$ cat src/rtl/sioCfgPkg.sv
package sioCfgPkg;

  localparam int unsigned REG_W     = 8;
  localparam int unsigned REG_COUNT = 256;
  localparam int unsigned IDX_W     = $clog2(REG_COUNT);
  localparam int unsigned HI_BASE   = 224;
  localparam int unsigned HI_SPAN   = REG_COUNT - HI_BASE;

  // bit k set: index HI_BASE+k accepts data writes
  localparam logic [HI_SPAN-1:0] HI_WRITE_MASK = 32'h1157_C1CF;

  localparam logic [IDX_W-1:0] BASE_SEL_A = 8'hE7;
  localparam logic [IDX_W-1:0] BASE_SEL_B = 8'hE8;
  localparam logic [REG_W-1:0] BASE_VAL_A = 8'hFE;
  localparam logic [REG_W-1:0] BASE_VAL_B = 8'hBE;

  typedef struct packed {
    logic idxWr;
    logic idxRd;
    logic dataWr;
    logic dataRd;
    logic missRd;
  } cfgStrobes_t;

  function automatic logic isWritable(input logic [IDX_W-1:0] idx);
    logic [IDX_W-1:0] off;
    off = idx - IDX_W'(HI_BASE);
    return (32'(idx) >= HI_BASE) && HI_WRITE_MASK[off[4:0]];
  endfunction

  function automatic logic valueLegal(input logic [IDX_W-1:0] idx,
                                      input logic [REG_W-1:0] val);
    if (idx == BASE_SEL_A) return val == BASE_VAL_A;
    if (idx == BASE_SEL_B) return val == BASE_VAL_B;
    return 1'b1;
  endfunction

  function automatic logic [REG_W-1:0] powerOnValue(input logic [IDX_W-1:0] idx);
    case (idx)
      8'hE0:   return 8'h3C;
      8'hE2:   return 8'h03;
      8'hE3:   return 8'hFC;
      8'hE6:   return 8'hDE;
      BASE_SEL_A: return BASE_VAL_A;
      BASE_SEL_B: return BASE_VAL_B;
      default: return '0;
    endcase
  endfunction

endpackage

$ cat src/rtl/sioCfgCtrl.sv
module sioCfgCtrl
  import sioCfgPkg::*;
#(
  parameter int unsigned ADDR_W     = 16,
  parameter logic [ADDR_W-1:0] INDEX_PORT = 16'h03F0,
  parameter logic [ADDR_W-1:0] DATA_PORT  = 16'h03F1
) (
  input  logic              clk,
  input  logic              rstN,
  input  logic              cfgEnable,
  input  logic [ADDR_W-1:0] ioAddr,
  input  logic              ioWrStb,
  input  logic              ioRdStb,
  output cfgStrobes_t       stb
);

  logic idxHit;
  logic dataHit;

  assign idxHit  = cfgEnable && (ioAddr == INDEX_PORT);
  assign dataHit = cfgEnable && (ioAddr == DATA_PORT);

  always_comb begin
    stb        = '0;
    stb.idxWr  = ioWrStb && idxHit;
    stb.dataWr = ioWrStb && dataHit;
    stb.idxRd  = ioRdStb && idxHit;
    stb.dataRd = ioRdStb && dataHit;
    stb.missRd = ioRdStb && !idxHit && !dataHit;
  end

  // nothing reaches the bank while unmapped
  assert_disabled_quiet_R7: assert property (@(posedge clk) disable iff (!rstN)
    !cfgEnable |-> !(stb.idxWr || stb.dataWr || stb.idxRd || stb.dataRd));

  // every read strobe is answered by exactly one read source
  assert_read_onehot_R8: assert property (@(posedge clk) disable iff (!rstN)
    ioRdStb |-> $onehot({stb.idxRd, stb.dataRd, stb.missRd}));

  assert_write_onehot_R1: assert property (@(posedge clk) disable iff (!rstN)
    $onehot0({stb.idxWr, stb.dataWr}));

endmodule

$ cat src/rtl/sioCfgData.sv
module sioCfgData
  import sioCfgPkg::*;
(
  input  logic             clk,
  input  logic             rstN,
  input  cfgStrobes_t      stb,
  input  logic [REG_W-1:0] wrData,
  output logic [REG_W-1:0] rdData,
  output logic             errFlag
);

  logic [IDX_W-1:0] idxReg;
  logic [REG_W-1:0] cfgBank [REG_COUNT];
  logic [REG_W-1:0] selByte;
  logic             slotOpen;
  logic             valOk;

  assign selByte  = cfgBank[idxReg];
  assign slotOpen = isWritable(idxReg);
  assign valOk    = valueLegal(idxReg, wrData);

  always_ff @(posedge clk or negedge rstN) begin
    if (!rstN) idxReg <= '0;
    else if (stb.idxWr) idxReg <= wrData;
  end

  always_ff @(posedge clk or negedge rstN) begin
    if (!rstN) begin
      for (int i = 0; i < REG_COUNT; i++) cfgBank[i] <= powerOnValue(IDX_W'(i));
    end else if (stb.dataWr && slotOpen && valOk) begin
      cfgBank[idxReg] <= wrData;
    end
  end

  always_ff @(posedge clk or negedge rstN) begin
    if (!rstN) errFlag <= 1'b0;
    else       errFlag <= stb.dataWr && slotOpen && !valOk;
  end

  always_ff @(posedge clk or negedge rstN) begin
    if (!rstN)           rdData <= '1;
    else if (stb.dataRd) rdData <= selByte;
    else if (stb.idxRd)  rdData <= idxReg;
    else if (stb.missRd) rdData <= '1;
  end

  assert_index_hold_R1: assert property (@(posedge clk) disable iff (!rstN)
    !stb.idxWr |=> $stable(idxReg));

  assert_protect_drop_R5: assert property (@(posedge clk) disable iff (!rstN)
    (stb.dataWr && !slotOpen) |=> ($stable(selByte) && !errFlag));

  assert_err_source_R6: assert property (@(posedge clk) disable iff (!rstN)
    errFlag |-> ($past(stb.dataWr) && $stable(selByte)));

  assert_miss_ff_R8: assert property (@(posedge clk) disable iff (!rstN)
    stb.missRd |=> (rdData == 8'hFF));

  assert_read_value_R2: assert property (@(posedge clk) disable iff (!rstN)
    stb.dataRd |=> (rdData == $past(selByte)));

endmodule

$ cat src/rtl/sioCfgPort.sv
module sioCfgPort
  import sioCfgPkg::*;
#(
  parameter int unsigned ADDR_W     = 16,
  parameter logic [ADDR_W-1:0] INDEX_PORT = 16'h03F0,
  parameter logic [ADDR_W-1:0] DATA_PORT  = 16'h03F1
) (
  input  logic              clk,
  input  logic              rstN,
  input  logic              cfgEnable,
  input  logic [ADDR_W-1:0] ioAddr,
  input  logic [7:0]        ioWrData,
  input  logic              ioWrStb,
  input  logic              ioRdStb,
  output logic [7:0]        ioRdData,
  output logic              errFlag
);

  cfgStrobes_t stb;

  sioCfgCtrl #(
    .ADDR_W    (ADDR_W),
    .INDEX_PORT(INDEX_PORT),
    .DATA_PORT (DATA_PORT)
  ) uCtrl (
    .clk      (clk),
    .rstN     (rstN),
    .cfgEnable(cfgEnable),
    .ioAddr   (ioAddr),
    .ioWrStb  (ioWrStb),
    .ioRdStb  (ioRdStb),
    .stb      (stb)
  );

  sioCfgData uData (
    .clk    (clk),
    .rstN   (rstN),
    .stb    (stb),
    .wrData (ioWrData),
    .rdData (ioRdData),
    .errFlag(errFlag)
  );

endmodule

$ cat config.mk
export PLATFORM = sky130hd
export DESIGN_NAME = sioCfgPort
export DESIGN_NICKNAME = d
export VERILOG_FILES = /design/src/rtl/sioCfgPkg.sv /design/src/rtl/sioCfgCtrl.sv /design/src/rtl/sioCfgData.sv /design/src/rtl/sioCfgPort.sv
export SDC_FILE = /design/constraint.sdc
export NUM_CORES = 2
export LEC_CHECK = 0
export BUFFER_PORTS_ARGS = -buffer_cell sky130_fd_sc_hd__buf_2
export CAP_MARGIN = 5
export CORE_ASPECT_RATIO = 0.75
export CORE_MARGIN = 5
export CORE_UTILIZATION = 53
export DETAILED_ROUTE_END_ITERATION = 7
export PLACE_DENSITY = 0.68
export SYNTH_ARGS = -nofsm -noshare
export SYNTH_HDL_FRONTEND = slang
export SYNTH_SLANG_ARGS = --single-unit
$ cat constraint.sdc
create_clock -name clk -period 3.2 [get_ports clk]
set_input_delay 0.64 -clock clk [delete_from_list [all_inputs] [get_ports clk]]
set_output_delay 0.64 -clock clk [all_outputs]
set_load 0.05 [all_outputs]
==> qor.yml <==
sta:
  worst_pin_slew_ps: 880
  holdWs_ps: 152
  hold_viol: 0
  maxSlewHeadroom_pct: 39.8
  fin_crit_ps: 3020
  final.setup_skew_ps: 33.3
  finalSetupViolCount: 0
  slew_violations: 0
  fmax_mhz: 331
  worst_slack_ps: 177
  rsz0062_at_grt: "no"
  period_share_pct: 94.5
cts:
  insertion_delay_ps: 810
  cts_tree: "yes"
  cts_buffer_depth: 3
  cts-root-buf: "clkbuf_16"
  cts_inserted_buffers: 183
  path_clk_slew_ps: 60
  cts_sinks: 2065
  htreeDepth: 4
route:
  routed_wl_um: 137000
  vias: 31500
  wl_per_cell_um: 23.0
  first_pass_iters: 5
  viasPerCell: 5.29
  drtIter0Drc: 2536
  postRouteAntennaNets: 0
  drcViolationCount: 0
grt:
  grt_pass1_vias: 36100
  antenna_found_initial: 7
  grt_pass1_wl_um: 221000
  grt_start_max_net_pins: 109
  grt_overflow: 0
  grt.total_usage_pct: 18.6
placement:
  post-place-ws_ps: -452
  portBuffers: 37
  place.gp.congestion: 0.836
  dpl.cell_count: 5625
  dp_hpwl_um: 90200
power_and_ir_drop:
  p_total_mw: 49.7
  leakage_nw: 38.7
  powerDensity_nw_per_um2: 612
  ir_drop_mv: 0.438
floorplanning:
  dieWidth_um: 451
  die_h_um: 341
  rows: 121
  die_area_sq_um: 153000
  fp.coreArea_sq_um: 145000
  initial_core_util_pct: 53.3
  ios: 38
logic_synthesis:
  ys_ff_latch: 2065
  synth-async-reset-ratio_pct: 100
  synth.avg_cell_area_sq_um: 14.0
  synthDistinctLibCells: 65
  yosysWarnings: 0
  synthesis.nets: 5553
  synth_edf_count: 0
  postSynthCellCount: 5524
  syn-cell-area_sq_um: 77200
  synthFlopType: "dfrtp_1"
  ys_seq_area_share_pct: 67.0
finish:
  area_growth_pct: 5.15
  fillers: 10600
  final_nets: 3935
  stdcell_count: 5962
  regArea_sq_um: 51700
  utilization_pct: 56.0
  multi_input_area_sq_um: 17400
  drive_above_1_share_pct: 32.8
critical_path:
  path_max_fanout: 9
  critPathKind: "reg2reg"
  critPathArrivalTime_ps: 3750
  start_kind: "flop"
  crit_required_ps: 3930
  cp-end-kind: "flop"
worst_hold_path:
  hold_class: "in2reg"
outcome:
  status: "completed"
job:
  cap_viol_max_count: 0
[state kept, by name, summed over array words and instances (netlist names)]
| register | count |
|---|---|
| uData.cfgBank | 2048 |
| uData.idxReg | 8 |
| uData.rdData | 8 |
| uData.errFlag | 1 |
[layout make-up]
cell class | instances | share of cell area [%]
flip-flops and latches | 2065 | 63.7
clock inverters | 75 | 1.28
well taps | 1906 | 2.94
multi-input cells | 1332 | 21.4
inverters | 6 | 0.0308
clock buffers | 257 | 6.54
diodes | 3 | 0.00925
repair buffers | 318 | 4.05
[layout by cell type (no fill, tap or decap), types with 5 or more instances in the layout]
cell type     n
nand3_1      14
o211ai_1      6
clkbuf_1     31
o22ai_1      35
buf_4       203
nand2_2       7
or2_2         6
a22o_1       35
buf_12       76
nor2b_1      11
nand2_1      65
nand4_1       9
clkinv_8      5
a211oi_1     13
buf_2        36
mux2i_1      76
nor2_1       36
and2_1       10
nor4_1       17
nor3_1       15
bufinv_16    20
and3_1        7
clkbuf_16   186
nand2b_1     26
inv_6         8
a221oi_1     18
a22oi_1      79
a21oi_1      77
mux2_2      141
dfstp_2      39
mux4_2      493
clkinv_2     35
a221o_1       5
o21ai_0      53
dfrtp_1    2021
clkbuf_8     41
[Yosys cell counts (15+ instances only)]
master / number / area [sq um]
a21oi_1: 77 / 385
a221oi_1: 20 / 175
a22o_1: 35 / 307
a22oi_1: 79 / 593
buf_1: 22 / 82.6
buf_2: 90 / 450
clkbuf_1: 1996 / 7490
dfrtp_1: 2026 / 50700
dfstp_2: 39 / 1020
mux2_2: 141 / 1590
mux2i_1: 76 / 761
mux4_2: 493 / 11100
nand2_1: 65 / 244
nand2b_1: 26 / 163
nor2_1: 37 / 139
nor3_1: 15 / 75.1
nor4_1: 20 / 125
o21ai_0: 53 / 265
o22ai_1: 35 / 219
[power breakdown]
part	leakage (nW)	internal, mW	switching [mW]
combinational	6.85	0.129	0.556
sequential	28.7	26.1	0.000110
clock	3.14	13.2	9.63
[worst paths after layout]
path | to | start | cells past startpoint | slack [ps]
min reg2reg | uData.cfgBank[1449]$_DFFE_PN0P_ | uData.cfgBank[1449]$_DFFE_PN0P_ | 0 | 370
max reg2reg | uData.rdData[7]$_DFFE_PN1P_ | uData.idxReg[4]$_DFFE_PN0P_ | 8 | 180
max | uData.rdData[7]$_DFFE_PN1P_ | uData.idxReg[4]$_DFFE_PN0P_ | 8 | 180
min | uData.errFlag$_DFF_PN0_ | ioAddr[0] | 3 | 150
max in group asynchronous | uData.cfgBank[360]$_DFFE_PN0P_ | rstN | 4 | 1670
min in group asynchronous | uData.cfgBank[1647]$_DFFE_PN0P_ | rstN | 2 | 390
[layer usage]
metal,vias to the layer above,share of wire (%),GRT usage [%],wire [um]
met3,249,5.6,4.53,7670
met2,659,42,24.9,57300
li1,14300,-,-,-
met4,2,2.8,5.48,3810
met1,16400,50,30.3,68200
met5,-,0.0095,0,13
[worst max-delay path, stage by stage, from the launching register on]
cell      delay (ps)
dfrtp_2          550
buf_4            270
nor2b_1          550
o21ai_0          320
a21oi_1          390
o21ai_0          150
a211oi_1         440
nor4_1           110
a21oi_1          160
[cell families (layout without fill, tap and decap cells)]
| group | Yosys count | count (layout) | synth area share [%] |
|---|---|---|---|
| mux | 711 | 711 | 17.4 |
| other cells | 0 | 3 | 0 |
| compound gates | 360 | 360 | 3.18 |
| buf+inv | 2127 | 656 | 10.6 |
| simple gates | 261 | 261 | 1.84 |
| flops | 2065 | 2065 | 67.0 |
[what timing repair did]
item                                    in CTS  in global routing
endpoints found under the setup margin       0                  3
resized for setup                            0                  6
buffers inserted                             0                  0
hold endpoints to repair                    47                  0
hold buffers                                 1                  0
[stage by stage]
| step | TNS [ps] | instance area, sq um |
|---|---|---|
| detailed placement | -42810 | 74800 |
| global route | 0 | 81200 |
| finish | 0 | 81200 |
| CTS | 0 | 81100 |
| floorplan | 0 | 77200 |
| global placement | -42160 | 74800 |
(Power assumes the default switching activity.)
